[src/rtl/nvm_seq_pkg.sv]
package nvm_seq_pkg;

    localparam int DATA_W = 16;

    localparam logic [1:0] SEL_CTRL = 2'd0;
    localparam logic [1:0] SEL_KEY  = 2'd1;
    localparam logic [1:0] SEL_AHI  = 2'd2;
    localparam logic [1:0] SEL_ALO  = 2'd3;

    localparam logic [DATA_W-1:0] KEY_STEP1 = 16'h0055;
    localparam logic [DATA_W-1:0] KEY_STEP2 = 16'h00AA;

    localparam int START_BIT = 15;
    localparam int WREN_BIT  = 14;
    localparam int ERR_BIT   = 13;

    localparam logic [6:0] OPC_ROW_ERASE = 7'h41;
    localparam logic [6:0] OPC_ROW_PROG  = 7'h01;

    typedef enum logic [1:0] {
        KEY_IDLE  = 2'd0,
        KEY_HALF  = 2'd1,
        KEY_ARMED = 2'd2
    } key_state_e;

    typedef enum logic [1:0] {
        OP_NONE  = 2'd0,
        OP_ERASE = 2'd1,
        OP_PROG  = 2'd2
    } op_kind_e;

    typedef struct packed {
        logic       start;
        logic       wren;
        logic       err;
        logic [6:0] opc;
    } ctrl_t;

    function automatic op_kind_e decode_op(logic wren, logic [6:0] opc);
        if (!wren) return OP_NONE;
        case (opc)
            OPC_ROW_ERASE: return OP_ERASE;
            OPC_ROW_PROG:  return OP_PROG;
            default:       return OP_NONE;
        endcase
    endfunction

    function automatic logic [DATA_W-1:0] pack_ctrl(ctrl_t c);
        return {c.start, c.wren, c.err, 6'b000000, c.opc};
    endfunction

endpackage

[src/rtl/nvm_key_fsm.sv]
module nvm_key_fsm
    import nvm_seq_pkg::*;
(
    input  logic              clk,
    input  logic              rst,
    input  logic              wr_en,
    input  logic [1:0]        wr_sel,
    input  logic [DATA_W-1:0] wr_data,
    input  logic              clear_i,
    output logic              armed_o
);

    key_state_e state_q, state_d;

    logic key_wr;
    assign key_wr = wr_en && (wr_sel == SEL_KEY);

    always_comb begin
        state_d = state_q;
        if (clear_i) begin
            state_d = KEY_IDLE;
        end else if (wr_en) begin
            unique case (state_q)
                KEY_IDLE:  state_d = (key_wr && wr_data == KEY_STEP1) ? KEY_HALF  : KEY_IDLE;
                KEY_HALF:  state_d = (key_wr && wr_data == KEY_STEP2) ? KEY_ARMED : KEY_IDLE;
                default:   state_d = KEY_IDLE;
            endcase
        end
    end

    always_ff @(posedge clk) begin
        if (rst) state_q <= KEY_IDLE;
        else     state_q <= state_d;
    end

    assign armed_o = (state_q == KEY_ARMED);

    AST_ARM_ONLY_FROM_HALF: assert property (@(posedge clk) disable iff (rst)
        (state_q == KEY_ARMED && $past(state_q) != KEY_ARMED) |-> $past(state_q) == KEY_HALF);

    AST_ARM_CONSUMED: assert property (@(posedge clk) disable iff (rst)
        ($past(state_q) == KEY_ARMED && $past(wr_en)) |-> state_q == KEY_IDLE);

endmodule

[src/rtl/nvm_addr_regs.sv]
module nvm_addr_regs
    import nvm_seq_pkg::*;
#(
    parameter int AHI_W = 8,
    parameter int ALO_W = 16
) (
    input  logic              clk,
    input  logic              rst,
    input  logic              lock_i,
    input  logic              wr_en,
    input  logic [1:0]        wr_sel,
    input  logic [DATA_W-1:0] wr_data,
    input  logic              tw_valid,
    input  logic [AHI_W-1:0]  tw_page,
    input  logic [ALO_W-1:0]  tw_offset,
    output logic [AHI_W-1:0]  ahi_o,
    output logic [ALO_W-1:0]  alo_o
);

    logic [AHI_W-1:0] ahi_q;
    logic [ALO_W-1:0] alo_q;

    always_ff @(posedge clk) begin
        if (rst) begin
            ahi_q <= '0;
            alo_q <= '0;
        end else if (!lock_i) begin
            if (tw_valid) begin
                ahi_q <= tw_page;
                alo_q <= tw_offset;
            end else if (wr_en && wr_sel == SEL_AHI) begin
                ahi_q <= wr_data[AHI_W-1:0];
            end else if (wr_en && wr_sel == SEL_ALO) begin
                alo_q <= wr_data[ALO_W-1:0];
            end
        end
    end

    assign ahi_o = ahi_q;
    assign alo_o = alo_q;

    AST_ADDR_LOCKED: assert property (@(posedge clk) disable iff (rst)
        $past(lock_i) |-> ($stable(ahi_q) && $stable(alo_q)));

    AST_TW_CAPTURE: assert property (@(posedge clk) disable iff (rst)
        ($past(tw_valid) && !$past(lock_i)) |-> (ahi_q == $past(tw_page) && alo_q == $past(tw_offset)));

endmodule

[src/rtl/nvm_busy_timer.sv]
module nvm_busy_timer
    import nvm_seq_pkg::*;
#(
    parameter int ERASE_CYCLES = 40,
    parameter int PROG_CYCLES  = 24
) (
    input  logic     clk,
    input  logic     rst,
    input  logic     start_i,
    input  op_kind_e op_i,
    output logic     busy_o,
    output logic     done_o,
    output logic     resume_o
);

    localparam int MAX_CYC = (ERASE_CYCLES > PROG_CYCLES) ? ERASE_CYCLES : PROG_CYCLES;
    localparam int CNT_W   = $clog2(MAX_CYC + 1);

    logic [CNT_W-1:0] cnt_q;
    logic             busy_q;
    logic             resume_q;
    logic [CNT_W-1:0] load_val;

    assign load_val = (op_i == OP_ERASE) ? CNT_W'(ERASE_CYCLES - 1) : CNT_W'(PROG_CYCLES - 1);
    assign done_o   = busy_q && (cnt_q == '0);

    always_ff @(posedge clk) begin
        if (rst) begin
            cnt_q    <= '0;
            busy_q   <= 1'b0;
            resume_q <= 1'b0;
        end else begin
            resume_q <= done_o;
            if (start_i && !busy_q) begin
                busy_q <= 1'b1;
                cnt_q  <= load_val;
            end else if (busy_q) begin
                if (cnt_q == '0) busy_q <= 1'b0;
                else             cnt_q  <= cnt_q - 1'b1;
            end
        end
    end

    assign busy_o   = busy_q;
    assign resume_o = resume_q;

    AST_BUSY_HOLDS: assert property (@(posedge clk) disable iff (rst)
        (busy_q && cnt_q != '0) |=> busy_q);

    AST_NO_START_WHILE_BUSY: assert property (@(posedge clk) disable iff (rst)
        start_i |-> !busy_q);

endmodule

[src/rtl/nvm_seq_ctrl.sv]
module nvm_seq_ctrl
    import nvm_seq_pkg::*;
#(
    parameter int AHI_W        = 8,
    parameter int ALO_W        = 16,
    parameter int ROW_LSB      = 6,
    parameter int ERASE_CYCLES = 40,
    parameter int PROG_CYCLES  = 24
) (
    input  logic                        clk,
    input  logic                        rst,
    input  logic                        bus_we,
    input  logic [1:0]                  bus_sel,
    input  logic [15:0]                 bus_wdata,
    output logic [15:0]                 bus_rdata,
    input  logic                        tw_valid,
    input  logic [AHI_W-1:0]            tw_page,
    input  logic [ALO_W-1:0]            tw_offset,
    output logic                        erase_cmd,
    output logic                        prog_cmd,
    output logic [AHI_W+ALO_W-ROW_LSB-1:0] row_addr,
    output logic                        busy,
    output logic                        resume
);

    localparam int ADDR_W = AHI_W + ALO_W;
    localparam int ROW_W  = ADDR_W - ROW_LSB;

    logic              busy_w, done_w, resume_w, armed_w;
    logic              wr_ok, tw_ok;
    logic [AHI_W-1:0]  ahi_w;
    logic [ALO_W-1:0]  alo_w;
    logic [ADDR_W-1:0] addr_full;

    ctrl_t    ctrl_q;
    op_kind_e req_kind;
    logic     ctrl_wr, start_req, start_ok;

    logic             erase_q, prog_q;
    logic [ROW_W-1:0] row_q;

    assign wr_ok = bus_we && !busy_w;
    assign tw_ok = tw_valid && !busy_w;

    nvm_key_fsm u_key (
        .clk     (clk),
        .rst     (rst),
        .wr_en   (wr_ok),
        .wr_sel  (bus_sel),
        .wr_data (bus_wdata),
        .clear_i (done_w),
        .armed_o (armed_w)
    );

    nvm_addr_regs #(.AHI_W(AHI_W), .ALO_W(ALO_W)) u_addr (
        .clk       (clk),
        .rst       (rst),
        .lock_i    (busy_w),
        .wr_en     (wr_ok),
        .wr_sel    (bus_sel),
        .wr_data   (bus_wdata),
        .tw_valid  (tw_ok),
        .tw_page   (tw_page),
        .tw_offset (tw_offset),
        .ahi_o     (ahi_w),
        .alo_o     (alo_w)
    );

    assign ctrl_wr   = wr_ok && (bus_sel == SEL_CTRL);
    assign start_req = ctrl_wr && bus_wdata[START_BIT];
    assign req_kind  = decode_op(bus_wdata[WREN_BIT], bus_wdata[6:0]);
    assign start_ok  = start_req && armed_w && (req_kind != OP_NONE);

    nvm_busy_timer #(.ERASE_CYCLES(ERASE_CYCLES), .PROG_CYCLES(PROG_CYCLES)) u_timer (
        .clk      (clk),
        .rst      (rst),
        .start_i  (start_ok),
        .op_i     (req_kind),
        .busy_o   (busy_w),
        .done_o   (done_w),
        .resume_o (resume_w)
    );

    assign addr_full = {ahi_w, alo_w};

    always_ff @(posedge clk) begin
        if (rst) begin
            ctrl_q.wren <= 1'b0;
            ctrl_q.err  <= 1'b0;
            ctrl_q.opc  <= '0;
            erase_q     <= 1'b0;
            prog_q      <= 1'b0;
            row_q       <= '0;
        end else begin
            erase_q <= start_ok && (req_kind == OP_ERASE);
            prog_q  <= start_ok && (req_kind == OP_PROG);
            if (start_ok) row_q <= addr_full[ADDR_W-1:ROW_LSB];
            if (ctrl_wr) begin
                ctrl_q.wren <= bus_wdata[WREN_BIT];
                ctrl_q.opc  <= bus_wdata[6:0];
                if (bus_wdata[START_BIT]) ctrl_q.err <= !start_ok;
                else                      ctrl_q.err <= ctrl_q.err & bus_wdata[ERR_BIT];
            end
        end
    end

    assign ctrl_q.start = busy_w;

    always_comb begin
        unique case (bus_sel)
            SEL_CTRL: bus_rdata = pack_ctrl(ctrl_q);
            SEL_KEY:  bus_rdata = '0;
            SEL_AHI:  bus_rdata = {{(DATA_W-AHI_W){1'b0}}, ahi_w};
            default:  bus_rdata = alo_w;
        endcase
    end

    assign erase_cmd = erase_q;
    assign prog_cmd  = prog_q;
    assign row_addr  = row_q;
    assign busy      = busy_w;
    assign resume    = resume_w;

    AST_CMD_ONEHOT: assert property (@(posedge clk) disable iff (rst)
        $onehot0({erase_q, prog_q}));

    AST_CMD_WITH_BUSY: assert property (@(posedge clk) disable iff (rst)
        (erase_q || prog_q) |-> busy_w);

    AST_RESUME_AFTER_BUSY: assert property (@(posedge clk) disable iff (rst)
        resume_w |-> (!busy_w && $past(busy_w)));

    AST_REFUSED_SETS_ERR: assert property (@(posedge clk) disable iff (rst)
        ($past(start_req) && !$past(start_ok)) |-> (ctrl_q.err && !busy_w));

endmodule

[config.mk]
export PLATFORM = sky130hd
export DESIGN_NAME = nvm_seq_ctrl
export DESIGN_NICKNAME = d
export VERILOG_FILES = /design/src/rtl/nvm_seq_pkg.sv /design/src/rtl/nvm_key_fsm.sv /design/src/rtl/nvm_addr_regs.sv /design/src/rtl/nvm_busy_timer.sv /design/src/rtl/nvm_seq_ctrl.sv
export SDC_FILE = /design/constraint.sdc
export NUM_CORES = 1
export LEC_CHECK = 0
export BUFFER_PORTS_ARGS = -buffer_cell sky130_fd_sc_hd__buf_2
export CAP_MARGIN = 5
export CORE_MARGIN = 5
export CORE_UTILIZATION = 25
export DETAILED_ROUTE_END_ITERATION = 8
export SETUP_SLACK_MARGIN = 0.1
export SYNTH_ARGS = -nofsm -noshare
export SYNTH_HDL_FRONTEND = slang
export SYNTH_SLANG_ARGS = --single-unit
export TNS_END_PERCENT = 1
[constraint.sdc]
create_clock -name clk -period 1.5 [get_ports clk]
set_clock_uncertainty 0.05 [all_clocks]
set_input_delay 0 -clock clk [delete_from_list [all_inputs] [get_ports clk]]
set_output_delay 0 -clock clk [all_outputs]
set_load 0.02 [all_outputs]
==> flow_metrics.py, run 1 <==
metrics = {
    "routing": {
        "ant_nets": 0,
        "drt_iter0_drc": 164,
        "drc": 0,
        "viasPerCell": 4.79,
        "wl_per_cell_um": 15.8,
        "num_vias": 2976,
        "wirelength_mm": 9.79,
        "firstDrtPassIters": 4,
    },
    "placed_design": {
        "port_buffers": 83,
        "place.gp.congestion": 0.803,
        "place_ws_ps": -222,
        "place_hpwl_mm": 7.05,
    },
    "sta": {
        "setup_ws_ps": -44.7,
        "fin_crit_sh_pct": 103,
        "slew_violations": 0,
        "whs_ps": 16.8,
        "setup_violations": 5,
        "finalHoldViolCount": 0,
        "rsz0062_at_grt": "yes",
        "tightest_slew_ps": 372,
        "fmax_mhz": 647,
        "period_needed_ps": 1540,
        "slew_headroom_pct": 75.2,
    },
    "min_path": {
        "min_from": "bus_wdata[13]",
        "hold_class": "input port to register",
    },
    "grt": {
        "grt_max_degree": 32,
        "grt_overflow_total": 0,
        "met2_usage_pct": 24.2,
        "busiest_layer": "met2",
        "grt_pass1_vias": 3123,
        "grt_pass1_wl_mm": 15.7,
        "grt_util_met3_pct": 2.45,
        "grt_usage_pct": 14.1,
        "antenna_found_initial": 0,
        "grt.met1_usage_pct": 17.0,
    },
    "flow_run": {
        "maxCapViolCount": 0,
    },
    "floorplan": {
        "die_h_um": 118,
        "rows": 39,
        "die_area_mm2": 0.0139,
        "core_area_mm2": 0.0114,
        "ios": 84,
        "initial_core_util_pct": 25.4,
        "die_x_um": 118,
    },
    "power": {
        "power_density_mw_per_mm2": 1020,
        "p_leak_nw": 1.95,
        "vdd_ir_drop_max_mv": 0.450,
    },
    "synthesis": {
        "syn-num-nets": 379,
        "ys.warnings.count": 0,
        "synthCells": 332,
        "ys_types": 43,
        "syn_area_per_cell_um2": 8.74,
        "ys_seq_area_share_pct": 43.4,
        "synth_edf_count": 0,
        "synth_area_leader_cell": "dfxtp_1",
        "synth-seq-cells": 63,
        "async_reset_ff_share_pct": 0,
        "synth_ff_type": "dfxtp_1",
        "syn_area_mm2": 0.00290,
        "yosys.area.top_type_share_pct": 43.4,
        "synthTopCellsByArea": "dfxtp_1 43%, mux2i_1 8.6%, nand2_1 7.5%",
    },
    "setup_path": {
        "critPathCaptureType": "register",
        "cp-start-kind": "register",
        "crit_top_cell": "buf_4",
        "cp_max_fo": 4,
        "crit_path_cell_trace": "nor4b_4, buf_4, nand4_1, buf_4, nor3_1",
        "worstPathRequired_ps": 1660,
        "path_class": "register to register",
        "regToRegStartpoint": "u_timer.busy_o",
        "cp-startpoint": "u_timer.busy_o",
        "cp_slowest_cell": "dfxtp_4",
        "arrival_ps": 1710,
        "slowest_delay_ps": 360,
    },
    "cells_and_area": {
        "layout.cells.most_common": "buf_2",
        "diodes": 0,
        "post-route-util_pct": 39.2,
        "drive_above_1_share_pct": 34.7,
        "final_cell_mix": "82 x buf_2, 60 x dfxtp_1, 56 x nand2_1",
        "finalNetCount": 520,
        "area_delta_synth_final_pct": 54.3,
    },
    "clock_network": {
        "htreeDepth": 3,
        "cts.sink_count": 63,
        "cts_buffers": 9,
        "clkTransAtPathRegs_ps": 60,
        "root_buffer": "clkbuf_16",
        "cts_tree": "done",
        "clk_latency_ps": 330,
        "clockBufferDepth": 2,
    },
    "outcome": {
        "status": "finished with violations",
        "violations": "setup timing",
    },
}
## flip-flops by register name, indices dropped and copies added, names as in the netlist
register          cells
row_addr             18
u_addr.alo_o         16
u_key.state_q         2
u_timer.cnt_q         6
u_timer.resume_o      1
u_addr.ahi_o          8
prog_cmd              1
ctrl_q                9
u_timer.busy_o        1
erase_cmd             1
## worst max-delay path, delay by kind of cell, from the launching register on
| kind | cells | cell delay (ps) |
|---|---|---|
| and+or+nand+nor | 3 | 670 |
| buffers and inverters | 2 | 330 |
| DFF | 1 | 360 |
## where the power goes
part           internal, mW  switching, mW  total (mW)
clock                  1.50          0.746        2.24
combinational         0.274          0.267       0.541
sequential             1.73         0.0416        1.77
total                  3.50           1.05        4.56
## path summary, 6_finish.rpt
path                                          to  slack (ps)  cells after the start
worst max-delay path                   erase_cmd         -40                      5
worst min-delay path            u_addr.alo_o[13]          20                      3
worst max register to register         erase_cmd         -40                      5
worst min register to register      row_addr[14]         400                      2
## layout make-up
cell class	instances	area, µm²
Fill cell	1186	6940
Multi-Input combinational cell	239	1580
Sequential cell	63	1270
Timing Repair Buffer	155	1110
Clock buffer	11	243
Tap cell	143	179
Clock inverter	5	81.3
Inverter	5	18.8
## through the flow
step	cells	area, µm²	TNS, ps	total power, mW
floorplan	332	2920	-275	2.05
global placement	564	3630	-370	2.25
detailed placement	564	3630	-500	2.26
CTS	620	4410	0	4.59
global route	621	4480	-2280	4.71
finish	621	4480	-106	4.56
## cells in the mapped netlist (all sizes together) (2+ instances only)
| master | n |
|---|---|
| dfxtp | 63 |
| nand2 | 59 |
| a21oi | 33 |
| a211oi | 27 |
| nor2 | 26 |
| mux2i | 25 |
| clkbuf | 15 |
| a22o | 10 |
| buf | 10 |
| mux2 | 7 |
| nor3 | 7 |
| and3 | 5 |
| inv | 5 |
| nor3b | 5 |
| nand4 | 4 |
| nor2b | 4 |
| nor4 | 3 |
| nor4b | 3 |
| nand3 | 2 |
| o21ai | 2 |
| or4 | 2 |
## repair_timing
action	in CTS	in global routing
buffers inserted	4	1
endpoints found under the hold margin	34	0
hold buffers	36	0
resized for setup	16	16
endpoints found under the setup margin	39	56
pin swaps	8	8
## cells by family (layout without fill, tap and decap cells)
group / count (synthesis) / in the layout / synth area share, %
buffers and inverters: 30 / 176 / 5.13
muxes: 32 / 32 / 11.3
adders and majority gates: 1 / 1 / 0.431
and+or+nand+nor: 128 / 128 / 21.7
AOI/OAI and AO/OA: 77 / 77 / 17.6
xor gates and xnor gates: 1 / 1 / 0.302
DFF: 63 / 63 / 43.4
## layer usage
metal | vias up | share of wire (%)
met5 | - | 0
li1 | 1473 | -
met1 | 1422 | 45
met4 | 0 | 2.3
met2 | 67 | 49
met3 | 14 | 3.4
Power figures use the tool's default switching activity.
==> inputs of run 2 (changes only) <==
Settings changed: CORE_UTILIZATION 25 to 51, PLACE_DENSITY set to 0.79.
Clock period 1.5 ns to 1.53 ns, I/O delays scaled along.
==> flow_metrics.py, run 2 (synthesized netlist as in run 1, its figures left out) <==
metrics = {
    "grt": {
        "grt_util_met3_pct": 5.63,
        "grt.met1_usage_pct": 31.8,
        "antenna_found_initial": 0,
        "met2_usage_pct": 44.6,
        "grt_overflow_total": 0,
        "grt_pass1_wl_mm": 15.6,
        "busiest_layer": "met2",
        "grt_pass1_vias": 3242,
        "grt_usage_pct": 27.2,
        "grt_max_degree": 49,
    },
    "sta": {
        "fmax_mhz": 624,
        "setup_violations": 8,
        "slew_violations": 0,
        "fin_crit_sh_pct": 105,
        "period_needed_ps": 1600,
        "setup_tns_ps": -229,
        "finalHoldViolCount": 0,
        "rsz0062_at_grt": "yes",
        "setup_ws_ps": -73.3,
        "tightest_slew_ps": 394,
        "slew_headroom_pct": 73.8,
    },
    "setup_path": {
        "slowest_delay_ps": 370,
        "arrival_ps": 1830,
        "cp_max_fo": 9,
        "cp_slowest_cell": "dfxtp_4",
        "cp-start-kind": "register",
        "worstPathRequired_ps": 1760,
        "path_class": "register to register",
        "crit_buf_inv": 1,
        "crit_path_cell_trace": "nor4b_4, and4_4, buf_6, nand2_1, a21oi_2",
        "crit_family": "simple AND/OR/NAND/NOR gates",
        "critPathCaptureType": "register",
    },
    "cells_and_area": {
        "final_cell_mix": "83 x buf_2, 61 x dfxtp_1, 55 x nand2_1",
        "stdcell_count": 551,
        "finalNetCount": 523,
        "largest_register_ffs": 18,
        "drive_above_1_share_pct": 37.2,
        "area_delta_synth_final_pct": 50.0,
        "filler_cell_count": 317,
        "diodes": 0,
        "post-route-util_pct": 79.1,
        "layout.cells.most_common": "buf_2",
    },
    "flow_run": {
        "maxCapViolCount": 0,
    },
    "power": {
        "power_density_mw_per_mm2": 847,
        "vdd_ir_drop_max_mv": 0.560,
        "p_leak_nw": 1.91,
    },
    "floorplan": {
        "rows": 27,
        "ios": 84,
        "die_x_um": 85.4,
        "die_h_um": 85.4,
        "die_area_mm2": 0.00730,
        "initial_core_util_pct": 52.7,
        "core_area_mm2": 0.00551,
    },
    "outcome": {
        "status": "finished with violations",
        "violations": "setup timing",
    },
    "clock_network": {
        "clk_latency_ps": 350,
        "cts_buffers": 9,
        "clockBufferDepth": 2,
        "cts_tree": "done",
        "cts.sink_count": 63,
        "htreeDepth": 3,
        "clkTransAtPathRegs_ps": 70,
        "root_buffer": "clkbuf_8",
    },
    "routing": {
        "wirelength_mm": 10.1,
        "drt_iter0_drc": 239,
        "firstDrtPassIters": 4,
        "wl_per_cell_um": 18.3,
        "viasPerCell": 5.89,
        "drc": 0,
        "ant_nets": 0,
        "num_vias": 3244,
    },
    "min_path": {
        "hold_class": "input port to register",
    },
    "placed_design": {
        "place_hpwl_mm": 5.74,
        "port_buffers": 83,
        "place_ws_ps": -38.4,
        "place.gp.congestion": 0.859,
        "dp_cells": 486,
    },
}
[run 2: cell types whose count changed in the layout (fill, tap and decap cells not counted), moves of 4 or more]
cell,change
a21oi_1,-11
a21oi_2,+11
clkbuf_8,+9
clkbuf_16,-8
dlygate4sd3_1,+7
buf_6,-4
[run 2: metal layers]
metal  vias up  routed length (µm)
li1       1471                   -
met1      1527                3930
met2       191                4890
met3        55                 721
met4         0                 524
met5         -                   0
[run 2: path summary, 6_finish.rpt]
kind                  startpoint               to  slack, ps  depth (start not counted)
setup / recovery  u_timer.busy_o      row_addr[4]        -70                          5
hold / removal      bus_wdata[5]  u_addr.alo_o[5]         20                          3
setup reg to reg  u_timer.busy_o      row_addr[4]        -70                          5
hold reg to reg     row_addr[10]     row_addr[10]        400                          2
[run 2: cell type report]
cell class	count	area [µm²]	share of cell area, %
sequential	63	1270	29.1
multi-input combinational	239	1630	37.5
timing repair buffer	158	1160	26.7
inverter	5	18.8	0.431
tap	72	90.1	2.07
clock inverter	4	46.3	1.06
clock buffer	10	138	3.16
[run 2: stage by stage]
| stage | total power, mW | area [µm²] | hold slack (ps) |
|---|---|---|---|
| final | 3.69 | 4360 | 19.7 |
| after global routing | 3.81 | 4360 | 40.7 |
| after CTS | 3.66 | 4190 | 0.883 |
| after detailed placement | 2.19 | 3500 | 235 |
| after global placement | 2.18 | 3500 | 237 |
| after floorplan | 2.01 | 2920 | 29.3 |
[run 2: timing repair]
item                                    4_1_cts  5_1_grt
hold buffers                                 44        0
gates cloned                                  0        1
endpoints found under the setup margin       36       52
pin swaps                                     7       28
hold endpoints to repair                     44        0
resized for setup                            12       31
buffers inserted                              3        3
[run 2: report_power, final]
group,switching (mW),total (mW),internal (mW)
clock,0.631,1.40,0.773
sequential,0.0455,1.74,1.69
combinational,0.275,0.546,0.271
total,0.952,3.69,2.74
[run 2: worst min-delay path, stage by stage]
cell	delay, ps
buf_2	150
mux2i_1	130
a211oi_1	80
